`src/rtl/adc_scan_seq.sv`:
```
module adc_scan_seq #(
  parameter int NCH     = 8,
  parameter int CLK_DIV = 2,
  parameter int CS_GAP  = 3
) (
  input  logic                   clk,
  input  logic                   rst_n,
  input  logic                   trig,
  input  logic [NCH-1:0]         en_mask,
  input  logic                   rst_req,
  input  logic                   rng_req,
  input  logic [$clog2(NCH)-1:0] rng_ch,
  input  logic [3:0]             rng_code,
  input  logic                   ovr_clr,
  input  logic                   spi_miso,
  output logic                   spi_sclk,
  output logic                   spi_cs_n,
  output logic                   spi_mosi,
  output logic                   smp_valid,
  output logic [$clog2(NCH)-1:0] smp_ch,
  output logic [15:0]            smp_data,
  output logic                   smp_last,
  output logic                   busy,
  output logic                   ovr,
  output logic                   rng_err
);
  localparam int CHW = $clog2(NCH);
  localparam int DW  = $clog2(CLK_DIV) + 1;
  localparam int GW  = $clog2(CS_GAP) + 1;
  localparam logic [31:0] RST_WORD = 32'h8500_0000;

  typedef enum logic [1:0] {S_IDLE, S_XFER, S_GAP} st_t;
  typedef enum logic [2:0] {P_BOOT, P_RST, P_RNG, P_SEL, P_NOP} ph_t;

  st_t st;
  ph_t ph, ld_ph;
  logic [31:0]    tx_sr, ld_word;
  logic [15:0]    rx_sr;
  logic [6:0]     hp, hp_end;
  logic [DW-1:0]  div;
  logic [GW-1:0]  gap;
  logic [CHW-1:0] cur, ld_ch;
  logic [NCH-1:0] mask, upper;
  logic [CHW:0]   first, nxt;
  logic           ld, ld_len24, err, code_ok, tick;

  function automatic logic [CHW:0] lowest(input logic [NCH-1:0] m);
    lowest = '0;
    for (int i = NCH - 1; i >= 0; i--)
      if (m[i]) lowest = {1'b1, CHW'(i)};
  endfunction

  function automatic logic [31:0] sel_word(input logic [CHW-1:0] c);
    sel_word = {8'hC0 | 8'({c, 2'b00}), 24'h0};
  endfunction

  always_comb
    for (int i = 0; i < NCH; i++) upper[i] = mask[i] && (i > int'(cur));

  assign first   = lowest(en_mask);
  assign nxt     = lowest(upper);
  assign code_ok = rng_code inside {4'd0, 4'd1, 4'd2, 4'd5, 4'd6};
  assign tick    = (div == DW'(CLK_DIV - 1));
  assign busy    = (st != S_IDLE);

  always_comb begin
    ld = 1'b0; ld_word = '0; ld_len24 = 1'b0; ld_ph = P_SEL; ld_ch = cur; err = 1'b0;
    if (st == S_IDLE) begin
      if (rst_req) begin
        ld = 1'b1; ld_word = RST_WORD; ld_ph = P_RST;
      end else if (rng_req) begin
        if (code_ok) begin
          ld = 1'b1; ld_len24 = 1'b1; ld_ph = P_RNG;
          ld_word = {7'd5 + 7'(rng_ch), 1'b1, 4'h0, rng_code, 16'h0};
        end else err = 1'b1;
      end else if (trig && first[CHW]) begin
        ld = 1'b1; ld_ch = first[CHW-1:0]; ld_word = sel_word(first[CHW-1:0]);
      end
    end else if (st == S_GAP && gap == '0) begin
      case (ph)
        P_BOOT: begin ld = 1'b1; ld_word = RST_WORD; ld_ph = P_RST; end
        P_SEL:  begin ld = 1'b1; ld_ph = P_NOP; end
        P_NOP:  if (nxt[CHW]) begin
                  ld = 1'b1; ld_ch = nxt[CHW-1:0]; ld_word = sel_word(nxt[CHW-1:0]);
                end
        default: ;
      endcase
    end
  end

  always_ff @(posedge clk or negedge rst_n) begin
    if (!rst_n) begin
      st <= S_GAP; ph <= P_BOOT; gap <= GW'(CS_GAP - 1);
      spi_cs_n <= 1'b1; spi_sclk <= 1'b0; spi_mosi <= 1'b0;
      div <= '0; hp <= '0; hp_end <= 7'd64; tx_sr <= '0; rx_sr <= '0;
      cur <= '0; mask <= '0; ovr <= 1'b0; rng_err <= 1'b0;
      smp_valid <= 1'b0; smp_ch <= '0; smp_data <= '0; smp_last <= 1'b0;
    end else begin
      smp_valid <= 1'b0;
      rng_err   <= err;
      if (ovr_clr) ovr <= 1'b0;
      if (trig && busy) ovr <= 1'b1;
      if (ld) begin
        st <= S_XFER; spi_cs_n <= 1'b0; div <= '0; hp <= '0;
        tx_sr <= ld_word; hp_end <= ld_len24 ? 7'd48 : 7'd64;
        ph <= ld_ph; cur <= ld_ch;
        if (st == S_IDLE) mask <= en_mask;
      end else begin
        case (st)
          S_GAP: if (gap == '0) st <= S_IDLE; else gap <= gap - 1'b1;
          S_XFER:
            if (!tick) div <= div + 1'b1;
            else begin
              div <= '0;
              hp  <= hp + 1'b1;
              if (hp == hp_end) begin
                st <= S_GAP; spi_cs_n <= 1'b1; gap <= GW'(CS_GAP - 1);
                if (ph == P_NOP) begin
                  smp_valid <= 1'b1; smp_ch <= cur;
                  smp_data  <= rx_sr; smp_last <= !nxt[CHW];
                end
              end else if (!hp[0]) begin
                spi_sclk <= 1'b1; spi_mosi <= tx_sr[31]; tx_sr <= tx_sr << 1;
              end else begin
                spi_sclk <= 1'b0; rx_sr <= {rx_sr[14:0], spi_miso};
              end
            end
          default: ;
        endcase
      end
    end
  end
endmodule

```
`config.mk`:
```
export PLATFORM = sky130hd
export DESIGN_NAME = adc_scan_seq
export DESIGN_NICKNAME = d
export VERILOG_FILES = /design/src/rtl/adc_scan_seq.sv
export SDC_FILE = /design/constraint.sdc
export NUM_CORES = 1
export LEC_CHECK = 0
export BUFFER_PORTS_ARGS = -buffer_cell sky130_fd_sc_hd__buf_4
export CAP_MARGIN = 20
export CORE_UTILIZATION = 60
export CTS_BUF_LIST = sky130_fd_sc_hd__clkbuf_4 sky130_fd_sc_hd__clkbuf_8
export DETAILED_ROUTE_END_ITERATION = 10
export GPL_TIMING_DRIVEN = 0
export PLACE_DENSITY_LB_ADDON = 0.05
export SYNTH_ARGS = -nofsm -noshare
export SYNTH_HDL_FRONTEND = slang
export SYNTH_SLANG_ARGS = --single-unit
export TNS_END_PERCENT = 1
```
`constraint.sdc`:
```
create_clock -name clk -period 2.8 [get_ports clk]
set_input_delay 0.14 -clock clk [delete_from_list [all_inputs] [get_ports clk]]
set_output_delay 0.14 -clock clk [all_outputs]
set_load 0.02 [all_outputs]
```
==> metrics, run 1 <==
status=complete, no violations; port buffer count=48; sw frac=0.364; Crit path max-delay family=compound AO/OA/AOI/OAI gates; Routed WL=8660 um; CP Max Fanout=9; DIE AREA=7310 um^2; row count=30; Final Cycle Share=0.921; Crit Path Class=reg2reg; Die Width=85.5 um; length in cells of the worst reg-to-reg path=8; CTS tree=done; post-layout net count=467; Final HPWL DP=6040 um; Vias=3101; Critical Path End Type=flop; post-synthesis async set-or-reset flop share=1.00; synth top area cells=dfrtp_1, mux2_2, mux2_4; CTS sink cnt=87; Yosys warnings=0; skew final=11.9 ps; mean post-synth cell area=11.2 um^2; internal power=2830 uW; min-delay src=rng_code[0]; Worst Hold Path EP=tx_sr[16]$_DFFE_PN0P_; Max VDD drop=0.448 mV; Remaining DRCs=0; Total Neg Setup Slack=0 ps; H-tree depth=3; switching power=1620 uW; Syn Nets=402; antenna violations before repair=0; count of final hold-check violations=0; flops & latches, synth=87; post_cts resized=0; Layout area overhead=17.9%; register area share after synthesis=0.522; Fmax=388 MHz; Cells after Synth=375; Clock Path Buffers=2; worst-path cell chain=inv_1 > ha_1 > ha_1 > nand3b_1 > or4b_4 > a31oi_4 > o22ai_2 > a311o_1; RSZ-0062 raised after global routing=no; clk_lat worst skew=360 ps; slowest CP cell=or4b_4; drt pass-1 iters=4; hold path depth=2; largest net degree at the start of global routing=88; final setup vio count=0; Combinational Power Share=0.370; Initial Util=0.619; clock group share of total power=0.207; number of global-route vias before repair=3106; predominant post-synthesis flop cell=dfrtp_1; via-per-instance ratio=5.91; share of cells above drive strength 1=0.294; Hold WS=12.9 ps; CTS Buf Count=9; wire per inst=16.5 um; CP Data Arrival Time=2820 ps; data required time of the worst path=3050 ps; pwr dens=903 nW/um^2; GRT Total Usage=0.261; Worst-path clk slew=90 ps; fin. max-slew vios=0; max_cap viols=0; synth cell count leaders=dfrtp_1, nand2_1, mux2_2; Std-Cell Core Area=6760 um^2; FF-to-FF End=tx_sr[24]$_DFFE_PN0P_; Die Ht=85.5 um; Slowest Stage Delay on Critical Path=580 ps; launch point of the worst reg-to-reg path=gap[0]$_DFFE_PN0P_; Leak=0.00239 uW; Crit path top cell by count=ha_1; actual slew at the worst max-slew pin=854 ps; total gr overflow=0; most common cell in the synthesized netlist=dfrtp_1; first-pass GRT wire length=14900 um; Initial DRC Count=195; crit path buf inv count=1; Relative slew margins=0.422; root buffer cell=clkbuf_8; Hold/Removal Path Class=in2reg; crit start category=flop; # IOs=49; Sequential Power Share=0.422; Placer Congestion=0.870; Antenna diodes=0; post-route minimum period=2580 ps; Cell variety after synth=63; Netlist Area Pre-Place=4180 um^2; Yosys top cell area share=0.497; cell taking the most area after synthesis=dfrtp_1; Final ANT Viol Nets=0; EDFF count, synth=0; flop2flop setup slack=220 ps
layout by cell type, fill, tap and decap left out, drive strengths merged, types with 2 or more instances in the layout:
master,count
buf,56
a311o,2
inv,18
nor2,24
o311a,2
dfrtp,83
dlygate4sd3,4
nand2,39
a21oi,9
xnor2,2
o22ai,5
nor4,4
mux2,43
or2,2
clkinv,3
mux2i,2
dfstp,4
o21a,2
nand3,6
or3,6
nor2b,5
a31oi,3
nand4,2
nor3,9
a2bb2oi,4
and2,3
xor2,5
nor3b,4
o31a,2
nand2b,7
o32ai,3
a211oi,4
o21ai,25
a21o,4
o211ai,4
or4b,2
clkbuf,18
ha,5
worst reg2reg max path, delay by kind of cell (launching register included):
family	cells	cell delay, ps
compound gates	3	930
simple gates	2	730
flops	1	400
fa+ha+maj	2	340
buf+inv	1	60
worst max path at each step:
stage	to	slack, ps	start	cells after the start
floorplan	tx_sr[27]$_DFFE_PN0P_	500	gap[0]$_DFFE_PN0P_	8
global placement	tx_sr[24]$_DFFE_PN0P_	150	gap[0]$_DFFE_PN0P_	7
detailed placement	tx_sr[27]$_DFFE_PN0P_	90	gap[0]$_DFFE_PN0P_	7
CTS	tx_sr[24]$_DFFE_PN0P_	60	gap[0]$_DFFE_PN0P_	7
global route	tx_sr[21]$_DFFE_PN0P_	20	st[1]$_DFFE_PN1P_	8
finish	tx_sr[24]$_DFFE_PN0P_	220	gap[0]$_DFFE_PN0P_	8
sequential cells by signal, summed over array words and instances (netlist names):
| register | cells |
|---|---|
| tx_sr | 16 |
| hp_end | 2 |
| spi_sclk | 1 |
| smp_valid | 1 |
| gap | 3 |
| rx_sr | 16 |
| smp_ch | 3 |
| ovr | 1 |
| rng_err | 1 |
| hp | 7 |
| spi_cs_n | 1 |
| smp_last | 1 |
| div | 2 |
| mask | 7 |
| spi_mosi | 1 |
| smp_data | 16 |
| cur | 3 |
| st | 2 |
| ph | 3 |
cell families after synthesis:
logic type	after synthesis	synth area share
AO/OA/AOI/OAI	82	0.141
XOR/XNOR	7	0.0147
adder cells (fa/ha/maj)	5	0.0150
buffers and inverters	30	0.0353
flip-flops	87	0.522
multiplexers	45	0.130
AND/OR/NAND/NOR	119	0.143
layer usage:
layer	wire, um	part of all wire	vias to the layer above	GRT usage
li1	-	-	1477	-
met1	3860	0.45	1565	0.342
met2	4340	0.50	49	0.428
met3	360	0.042	10	0.0837
met4	104	0.012	0	0.0591
met5	0	0	-	0
stage by stage:
stage / setup WS (ps) / cell area [um^2] / util / total power, uW / std cells
6_report: 223 / 4930 / 0.730 / 4450 / 525
5_1_grt: 16.2 / 4930 / 0.730 / 4760 / 525
4_1_cts: 61.6 / 4890 / 0.723 / 4460 / 522
3_5_place_dp: 91.4 / 4640 / 0.687 / 3520 / 503
3_3_place_gp: 155 / 4640 / 0.687 / 3450 / 503
2_1_floorplan: 504 / 4180 / - / 3070 / 375
final cells by class:
cell class,instances,area [um^2]
Tap cell,80,100
Clock buffer,10,138
Fill cell,482,1830
Buffer,14,87.6
Multi-Input combinational cell,258,1850
Inverter,16,60.1
Clock inverter,6,76.3
Sequential cell,87,2180
Timing Repair Buffer,54,433
power groups by stage:
| stage | Sequential [uW] | Combinational, uW | Clock [uW] |
|---|---|---|---|
| 3_5_place_dp | 1900 | 1620 | 0 |
| 6_report | 1880 | 1650 | 923 |
| 5_1_grt | 1930 | 1830 | 998 |
| 2_1_floorplan | 1850 | 1220 | 0 |
| 4_1_cts | 1880 | 1640 | 946 |
| 3_3_place_gp | 1880 | 1560 | 0 |
timing repair:
item                      CTS  global route
setup buffers               0             0
hold endpoints to repair    2            83
hold buffers                3             1
Power figures use the tool's default switching activity.
==> inputs of run 2 (changes only) <==
Settings changed: CORE_ASPECT_RATIO set to 1.5.
==> metrics, run 2 (synthesized netlist as in run 1, its figures left out) <==
RSZ-0062 raised after global routing=no; post-route setup slack=188 ps; CTS Buf Count=9; count of final hold-check violations=0; fin. max-slew vios=0; commonest non-fill, non-tap cells in the layout=dfrtp_1, buf_4, nand2_1; grt met3 use=0.0417; worst-path cell chain=inv_1 > ha_1 > ha_1 > nand3b_1 > or4b_4 > a31oi_4 > o22ai_2 > a311o_1; Overall Power=4300 uW; post-placement worst setup slack=63.3 ps; CP Data Arrival Time=2860 ps; crit start category=flop; Vias=3107; Die Ht=104 um; CTS sink cnt=87; wire per inst=16.8 um; # IOs=49; Final Cycle Share=0.933; drt pass-1 iters=4; CP Max Fanout=9; Fmax=383 MHz; Antenna diodes=0; Leak=0.00236 uW; share of cells above drive strength 1=0.293; Std-Cell Core Area=6620 um^2; root buffer cell=clkbuf_8; Slowest Stage Delay on Critical Path=590 ps; final setup vio count=0; status=complete, no violations; CTS tree=done; Initial DRC Count=171; Hold/Removal Path Class=in2reg; Die Width=70.2 um; Placer Congestion=0.848; switching power=1580 uW; Crit path max-delay family=compound AO/OA/AOI/OAI gates; clk_lat worst skew=360 ps; Clock Path Buffers=2; Combinational Power Share=0.384; number of global-route vias before repair=3209; via-per-instance ratio=5.99; largest net degree at the start of global routing=88; sw frac=0.368; row count=36; Total Neg Setup Slack=0 ps; data required time of the worst path=3050 ps; most common cell after layout, fill and taps aside=dfrtp_1; Critical Path End Type=flop; actual slew at the worst max-slew pin=839 ps; GRT Total Usage=0.260; Crit path top cell by count=ha_1; Routed WL=8740 um; H-tree depth=3; post_cts resized=0; Worst-path clk slew=80 ps; met1 Track Usage GR=0.310; post-route minimum period=2610 ps; Remaining DRCs=0; skew final=11.8 ps; top flop regs=rx_sr (16), smp_data (16), tx_sr (16); Final ANT Viol Nets=0; max_cap viols=0; Max VDD drop=0.605 mV; Final HPWL DP=6220 um; met2 usage=0.448; Sequential Power Share=0.439; Layout area overhead=16.3%; antenna violations before repair=0; GRT Max-Usage Layer=met2; Crit Path Class=reg2reg; crit path buf inv count=1; post-layout net count=466; Relative slew margins=0.433; total gr overflow=0; first-pass GRT wire length=14900 um; pwr dens=884 nW/um^2; Initial Util=0.632; port buffer count=48; slowest CP cell=or4b_4; fill cell count=497; internal power=2720 uW; DIE AREA=7320 um^2; final core area utilization=0.735; clock group share of total power=0.177
[run 2: changes by cell type in the layout (fill, tap and decap cells not counted), sizes merged]
cell         change
bufinv           -1
clkbuf           +1
clkinvlp         +1
dlygate4sd3      -1
inv              -2
[run 2: worst reg2reg max path: cells and delay by family, from the launching register on]
family / cells / cell delay, ps
compound gates: 3 / 910
simple gates: 2 / 760
flops: 1 / 410
fa+ha+maj: 2 / 350
buf+inv: 1 / 70
[run 2: layer usage]
layer,part of all wire,wire (um)
met1,0.41,3630
met2,0.53,4630
met3,0.028,245
met4,0.027,232
met5,0,0
[run 2: area by class of cell]
type	count	area, um^2	share of cell area
sequential	87	2180	0.448
clock inverter	4	26.3	0.00540
clock buffer	11	139	0.0285
inverter	16	60.1	0.0123
buffer	14	87.6	0.0180
multi-input combinational	258	1850	0.381
tap	76	95.1	0.0195
timing repair buffer	53	423	0.0869
[run 2: stage by stage]
step | hold slack (ps) | instances | area [um^2]
4_1_cts | 5.07 | 516 | 4820
3_5_place_dp | 345 | 499 | 4640
6_report | 14.5 | 519 | 4870
2_1_floorplan | -156 | 375 | 4180
5_1_grt | 14.4 | 519 | 4870
3_3_place_gp | 339 | 499 | 4640
[run 2: power by group through the flow]
| stage | combinational [uW] | clock (uW) | sequential [uW] |
|---|---|---|---|
| final | 1650 | 763 | 1890 |
| after global routing | 1830 | 828 | 1930 |
| after CTS | 1640 | 782 | 1890 |
| after detailed placement | 1620 | 0 | 1910 |
| after global placement | 1570 | 0 | 1890 |
| after floorplan | 1220 | 0 | 1850 |
[run 2: what timing repair did]
| item | 4_1_cts | 5_1_grt |
|---|---|---|
| endpoints found under the hold margin | 1 | 21 |
| hold buffers | 2 | 1 |
| buffers inserted | 0 | 0 |
[run 2: path summary, 6_finish.rpt]
check	from	endpoint	slack (ps)	depth (start not counted)
setup / recovery	gap[0]$_DFFE_PN0P_	tx_sr[27]$_DFFE_PN0P_	190	8
hold / removal	spi_miso	rx_sr[0]$_DFFE_PN0P_	10	2
setup reg to reg	gap[0]$_DFFE_PN0P_	tx_sr[27]$_DFFE_PN0P_	190	8
hold reg to reg	hp_end[6]$_DFFE_PN1N_	hp_end[6]$_DFFE_PN1N_	470	2
max in group asynchronous	rst_n	spi_cs_n$_DFFE_PN1P_	1940	3
min in group asynchronous	rst_n	tx_sr[16]$_DFFE_PN0P_	220	2
